**config.mk**
```make
export PLATFORM = sky130hd
export DESIGN_NAME = uart_pwr_ctl
export DESIGN_NICKNAME = d
export VERILOG_FILES = /design/src/rtl/uart_pwr_pkg.sv /design/src/rtl/uart_pwr_rxsync.sv /design/src/rtl/uart_pwr_hold.sv /design/src/rtl/uart_pwr_fsm.sv /design/src/rtl/uart_pwr_ctl.sv
export SDC_FILE = /design/constraint.sdc
export NUM_CORES = 1
export LEC_CHECK = 0
export BUFFER_PORTS_ARGS = -buffer_cell sky130_fd_sc_hd__buf_4
export CAP_MARGIN = 20
export CORE_MARGIN = 2
export CORE_UTILIZATION = 45
export DETAILED_ROUTE_END_ITERATION = 10
export GPL_TIMING_DRIVEN = 1
export PLACE_DENSITY = 0.69
export SLEW_MARGIN = 20
export SYNTH_ARGS = -nofsm -noshare
export SYNTH_HDL_FRONTEND = slang
export SYNTH_SLANG_ARGS = --single-unit
```
**constraint.sdc**
```tcl
create_clock -name clk_i -period 2.4 [get_ports clk_i]
set_input_delay 0.24 -clock clk_i [delete_from_list [all_inputs] [get_ports clk_i]]
set_output_delay 0.24 -clock clk_i [all_outputs]
set_load 0.005 [all_outputs]
```
**src/rtl/uart_pwr_pkg.sv**
```systemverilog
package uart_pwr_pkg;
  typedef enum logic [1:0] {
    PWR_AWAKE  = 2'd0,
    PWR_SLEEP  = 2'd1,
    PWR_LOWPWR = 2'd2
  } pwr_state_e;

  localparam int RX_SYNC_STAGES = 2;
endpackage

```
**src/rtl/uart_pwr_rxsync.sv**
```systemverilog
module uart_pwr_rxsync #(
  parameter int STAGES = 2
) (
  input  logic clk_i,
  input  logic rst_ni,
  input  logic line_i,
  output logic change_o
);
  // sh[STAGES-1] is the synchronised level, sh[STAGES] its previous value
  logic [STAGES:0] sh;

  always_ff @(posedge clk_i or negedge rst_ni) begin
    if (!rst_ni) sh <= '1;
    else         sh <= {sh[STAGES-1:0], line_i};
  end

  assign change_o = sh[STAGES] ^ sh[STAGES-1];
endmodule

```
**src/rtl/uart_pwr_hold.sv**
```systemverilog
module uart_pwr_hold #(
  parameter int CNT_W = 16
) (
  input  logic             clk_i,
  input  logic             rst_ni,
  input  logic             trig_i,
  input  logic [CNT_W-1:0] len_i,
  output logic             active_o
);
  logic [CNT_W-1:0] cnt;

  always_ff @(posedge clk_i or negedge rst_ni) begin
    if (!rst_ni)           cnt <= '0;
    else if (trig_i)       cnt <= len_i;
    else if (cnt != '0)    cnt <= cnt - 1'b1;
  end

  assign active_o = trig_i | (cnt != '0);
endmodule

```
**src/rtl/uart_pwr_fsm.sv**
```systemverilog
module uart_pwr_fsm
  import uart_pwr_pkg::*;
(
  input  logic clk_i,
  input  logic rst_ni,
  input  logic wake_i,
  input  logic slp_en_i,
  input  logic lp_en_i,
  output logic core_en_o,
  output logic osc_en_o
);
  pwr_state_e state_q, state_d;
  logic       quiet_q;
  logic       mode_ok;
  logic       gated;

  always_comb begin
    state_d = state_q;
    unique case (state_q)
      PWR_AWAKE: begin
        if (!wake_i && quiet_q) begin
          if (slp_en_i)     state_d = PWR_SLEEP;
          else if (lp_en_i) state_d = PWR_LOWPWR;
        end
      end
      PWR_SLEEP:  if (wake_i || !slp_en_i) state_d = PWR_AWAKE;
      PWR_LOWPWR: if (wake_i || !lp_en_i)  state_d = PWR_AWAKE;
      default:    state_d = PWR_AWAKE;
    endcase
  end

  always_ff @(posedge clk_i or negedge rst_ni) begin
    if (!rst_ni) begin
      state_q <= PWR_AWAKE;
      quiet_q <= 1'b0;
    end else begin
      state_q <= state_d;
      quiet_q <= !wake_i;
    end
  end

  assign mode_ok   = (state_q == PWR_SLEEP) ? slp_en_i : lp_en_i;
  assign gated     = (state_q != PWR_AWAKE) && !wake_i && mode_ok;
  assign core_en_o = !gated;
  assign osc_en_o  = !(gated && (state_q == PWR_SLEEP));
endmodule

```
**src/rtl/uart_pwr_ctl.sv**
```systemverilog
module uart_pwr_ctl
  import uart_pwr_pkg::*;
#(
  parameter int CNT_W = 16
) (
  input  logic             clk_i,
  input  logic             rst_ni,
  input  logic             slp_en_i,
  input  logic             lp_en_i,
  input  logic [CNT_W-1:0] char_time_i,
  input  logic             tx_busy_i,
  input  logic             rx_line_i,
  input  logic             loop_i,
  input  logic             cts_chg_i,
  input  logic             dsr_chg_i,
  input  logic             dcd_chg_i,
  input  logic             ring_end_i,
  input  logic             irq_pend_i,
  output logic             core_clk_en_o,
  output logic             osc_en_o
);
  logic rx_change;
  logic rx_active;
  logic modem_wake;
  logic wake;

  uart_pwr_rxsync #(.STAGES(RX_SYNC_STAGES)) u_rxsync (
    .clk_i    (clk_i),
    .rst_ni   (rst_ni),
    .line_i   (rx_line_i),
    .change_o (rx_change)
  );

  uart_pwr_hold #(.CNT_W(CNT_W)) u_hold (
    .clk_i    (clk_i),
    .rst_ni   (rst_ni),
    .trig_i   (rx_change),
    .len_i    (char_time_i),
    .active_o (rx_active)
  );

  assign modem_wake = cts_chg_i | dsr_chg_i | dcd_chg_i | ring_end_i;
  assign wake       = tx_busy_i | loop_i | rx_active | modem_wake | irq_pend_i;

  uart_pwr_fsm u_fsm (
    .clk_i     (clk_i),
    .rst_ni    (rst_ni),
    .wake_i    (wake),
    .slp_en_i  (slp_en_i),
    .lp_en_i   (lp_en_i),
    .core_en_o (core_clk_en_o),
    .osc_en_o  (osc_en_o)
  );
endmodule

```
==> impl_metrics.py <==
metrics = {
    "critical_path": {
        "worst-r2r-setup-slack_ps": 400,
        "critical_path.reg2reg.startpoint": "u_hold.cnt[8]",
        "critical-path-top-cell-by-count": "sky130_fd_sc_hd__or3_4",
        "cp.arrival_ps": 2070,
        "max_stage_delay_ps": 410,
        "critPathLaunchType": "flip-flop",
        "path_class": "flip-flop to output pin",
        "timing.critical_path.max_delay_family": "simple AND/OR/NAND/NOR gates",
        "worst-path-max-fanout": 5,
        "critical_path.cell_chain": "or3_4 -> or3_4 -> nor3_4 -> and3_4 -> nand3_2 -> buf_6",
        "worst-r2r-cell-count": 7,
        "worst_setup_path_startpoint": "u_hold.cnt[8]",
        "cp.depth": 6,
        "crit_slowest_cell": "sky130_fd_sc_hd__or3_4",
        "critical_path.endpoint_type": "output pin",
        "number_of_buffer_and_inverter_instances_along_the_worst_setup_path": 1,
        "worstPathRequired_ps": 2160,
    },
    "pwr": {
        "pwr-share-seq": 0.558,
        "power.switching_w": 0.000255,
        "static_leakage_nw": 0.671,
        "total_power_w": 0.000847,
        "power.density_nw_per_um2": 545,
        "clock_power_share": 0.204,
        "power.combinational.fraction": 0.238,
        "power.ir.vdd_worst_v": 0.000412,
        "intPower_w": 0.000592,
        "switching_share": 0.301,
    },
    "clocking": {
        "clockRootBuffer": "sky130_fd_sc_hd__clkbuf_4",
        "htree_num_levels": 1,
        "worstSkewPairLatency_ps": 310,
        "cts_buffer_depth": 2,
        "cts_clock_pin_slew_for_the_worst_setup_and_hold_paths_ps": 100,
        "cts_tree": "yes",
        "clock_sinks": 22,
        "total_cts_buffers": 3,
    },
    "synthesis": {
        "synth_cell_types": 40,
        "synth_top_cell_area_share": 0.397,
        "postSynthCellCount": 124,
        "number_of_flops_mapped_to_enable_cells_by_yosys": 0,
        "synthesis.area_per_instance_um2": 9.67,
        "netlist_area_um2": 1200,
        "synth.largest_area_cell": "sky130_fd_sc_hd__dfrtp_1",
        "synth_flop_cell": "sky130_fd_sc_hd__dfrtp_1",
        "ys_seq_elements": 22,
        "postSynthNetCount": 154,
        "synthArstFlopShare": 1.00,
        "synth.area.top_cells": "sky130_fd_sc_hd__dfrtp_1 40%, sky130_fd_sc_hd__dfstp_2 6.6%, sky130_fd_sc_hd__nor2_1 5.6%",
        "portion_of_the_post_synthesis_area_used_by_sequential_elements": 0.462,
        "yosys_warnings": 0,
    },
    "detailed_routing": {
        "routed_wl_mm": 2.56,
        "avgRoutedWirePerCell_um": 13.3,
        "route.top_layer_used": "met4",
        "via_count": 1086,
        "viasPerCell": 5.66,
        "drt_antenna_net_count": 0,
        "wl_met2_mm": 1.18,
        "dr.first_iter.drc_count": 29,
        "met1Wirelength_mm": 1.21,
        "first_pass_iters": 4,
        "dr_wl_met3_um": 164,
        "route.detailed.drc": 0,
    },
    "layout": {
        "finish.net_count": 193,
        "commonest_non_fill_non_tap_cells_in_the_layout": "36 x sky130_fd_sc_hd__buf_4, 19 x sky130_fd_sc_hd__dfrtp_1, 18 x sky130_fd_sc_hd__nor2_1",
        "drive_gt1_frac": 0.327,
        "mostFrequentLayoutCell": "sky130_fd_sc_hd__buf_4",
        "flow.area_growth_from_synthesis_pct": 29.5,
        "fin_util": 0.621,
        "nFillCells": 226,
        "insertedDiodeCount": 0,
    },
    "floorplanning": {
        "initial_core_utilization": 0.479,
        "design.portCount": 30,
        "placement_rows": 18,
        "die_area_um2": 3090,
        "chipHeight_um": 55.6,
        "fp.coreArea_um2": 2500,
        "floorplan.die.width_um": 55.6,
    },
    "grt": {
        "antenna_found_initial": 0,
        "groute.usage.overall": 0.173,
        "pin_count_of_the_biggest_net_entering_global_routing": 27,
        "first_global_vias": 1000,
        "global_route_wire_length_before_repair_mm": 4.36,
        "grt_residual_overflow": 0,
    },
    "timing": {
        "timing_hold_violations_final": 0,
        "final_period_utilization": 0.962,
        "setup_viol_count_final": 0,
        "worst_clock_skew_ps": 15.9,
        "fin_crit_period_ps": 2310,
        "max_slew_violation_count": 0,
        "rsz0062_at_grt": "yes",
        "clock.fmax_ghz": 0.433,
        "worstMarginPinSlew_ps": 412,
        "timing.max_slew.rel_slack": 0.723,
    },
    "worst_hold_path": {
        "launch_point_of_the_worst_hold_path": "rx_line_i",
        "worstHoldPathCells": 1,
        "holdCritPathClass": "primary input to flip-flop",
    },
    "placed_design": {
        "dp_hpwl_mm": 1.85,
        "place.gp.congestion": 0.818,
        "port-buffer-count": 29,
    },
    "job": {
        "maxCapViolCount": 0,
    },
    "status": {
        "status": "finished, final reports clean",
    },
}
-- synthesized netlist by cell type, types with 2 or more instances --
master,count
sky130_fd_sc_hd__o21ai_0,2
sky130_fd_sc_hd__or3_4,2
sky130_fd_sc_hd__or3_1,4
sky130_fd_sc_hd__dfrtp_1,19
sky130_fd_sc_hd__nand3_1,4
sky130_fd_sc_hd__a21oi_1,6
sky130_fd_sc_hd__ha_1,2
sky130_fd_sc_hd__nand2b_1,2
sky130_fd_sc_hd__nor4_1,3
sky130_fd_sc_hd__nand4_1,2
sky130_fd_sc_hd__a22o_1,2
sky130_fd_sc_hd__and3_1,3
sky130_fd_sc_hd__inv_1,3
sky130_fd_sc_hd__xnor2_1,5
sky130_fd_sc_hd__nor2_1,18
sky130_fd_sc_hd__nand2_1,8
sky130_fd_sc_hd__clkbuf_1,3
sky130_fd_sc_hd__dfstp_2,3
sky130_fd_sc_hd__a211oi_1,5
sky130_fd_sc_hd__nor3_1,8
-- power groups by stage --
stage	Clock, W	Combinational (W)	Sequential (W)
after global placement	0	0.000191	0.000475
after global routing	0.000198	0.000229	0.000479
after floorplan	0	0.000126	0.000466
final	0.000173	0.000202	0.000472
after CTS	0.000179	0.000203	0.000471
after detailed placement	0	0.000196	0.000479
-- sequential cells by signal, summed over array words and instances, names as in the netlist --
register       count
u_hold.cnt        16
u_rxsync.sh        3
u_fsm.quiet_q      1
u_fsm.state_q      2
-- per-stage QoR --
step	hold slack [ps]	TNS (ps)	area, um^2	std cells	setup slack (ps)
floorplan	-55.6	0	1200	124	389
global placement	145	0	1490	185	324
detailed placement	146	0	1490	185	291
CTS	28.9	0	1540	191	10.9
global route	9.28	-16.1	1550	192	-16.1
finish	38.7	0	1550	192	90.9
-- cell families (layout without fill, tap and decap cells) --
family,Yosys count,after routing,synth area share
adders and majority gates,2,2,0.0209
buffers and inverters,7,45,0.0251
AOI/OAI and AO/OA,26,26,0.158
xor gates and xnor gates,6,6,0.0438
and+or+nand+nor,61,61,0.290
DFF,22,22,0.462
-- layer usage --
layer | vias to the layer above | global-route usage
li1 | 541 | -
met1 | 511 | 0.240
met2 | 32 | 0.274
met3 | 2 | 0.0535
met4 | 0 | 0.0209
met5 | - | 0
-- repair_timing --
action	CTS	global route
endpoints found under the hold margin	19	0
hold buffers	1	0
buffers inserted	1	1
resized for setup	1	2
setup endpoints to repair	2	2
pin swaps	0	2
-- path summary, 6_finish.rpt --
kind | to
worst max-delay path | osc_en_o
worst min-delay path | u_rxsync.sh[0]
worst max register to register | u_hold.cnt[7]
worst min register to register | u_rxsync.sh[1]
max in group asynchronous | u_rxsync.sh[2]
min in group asynchronous | u_hold.cnt[15]
-- cell type report --
type                    count  area [um^2]  area share
well taps                  30         37.5      0.0242
clock buffers               4         26.3      0.0169
repair buffers             38          292       0.188
inverters                   3         11.3     0.00725
flip-flops and latches     22          554       0.357
multi-input cells          95          632       0.407
(Power assumes the default switching activity.)
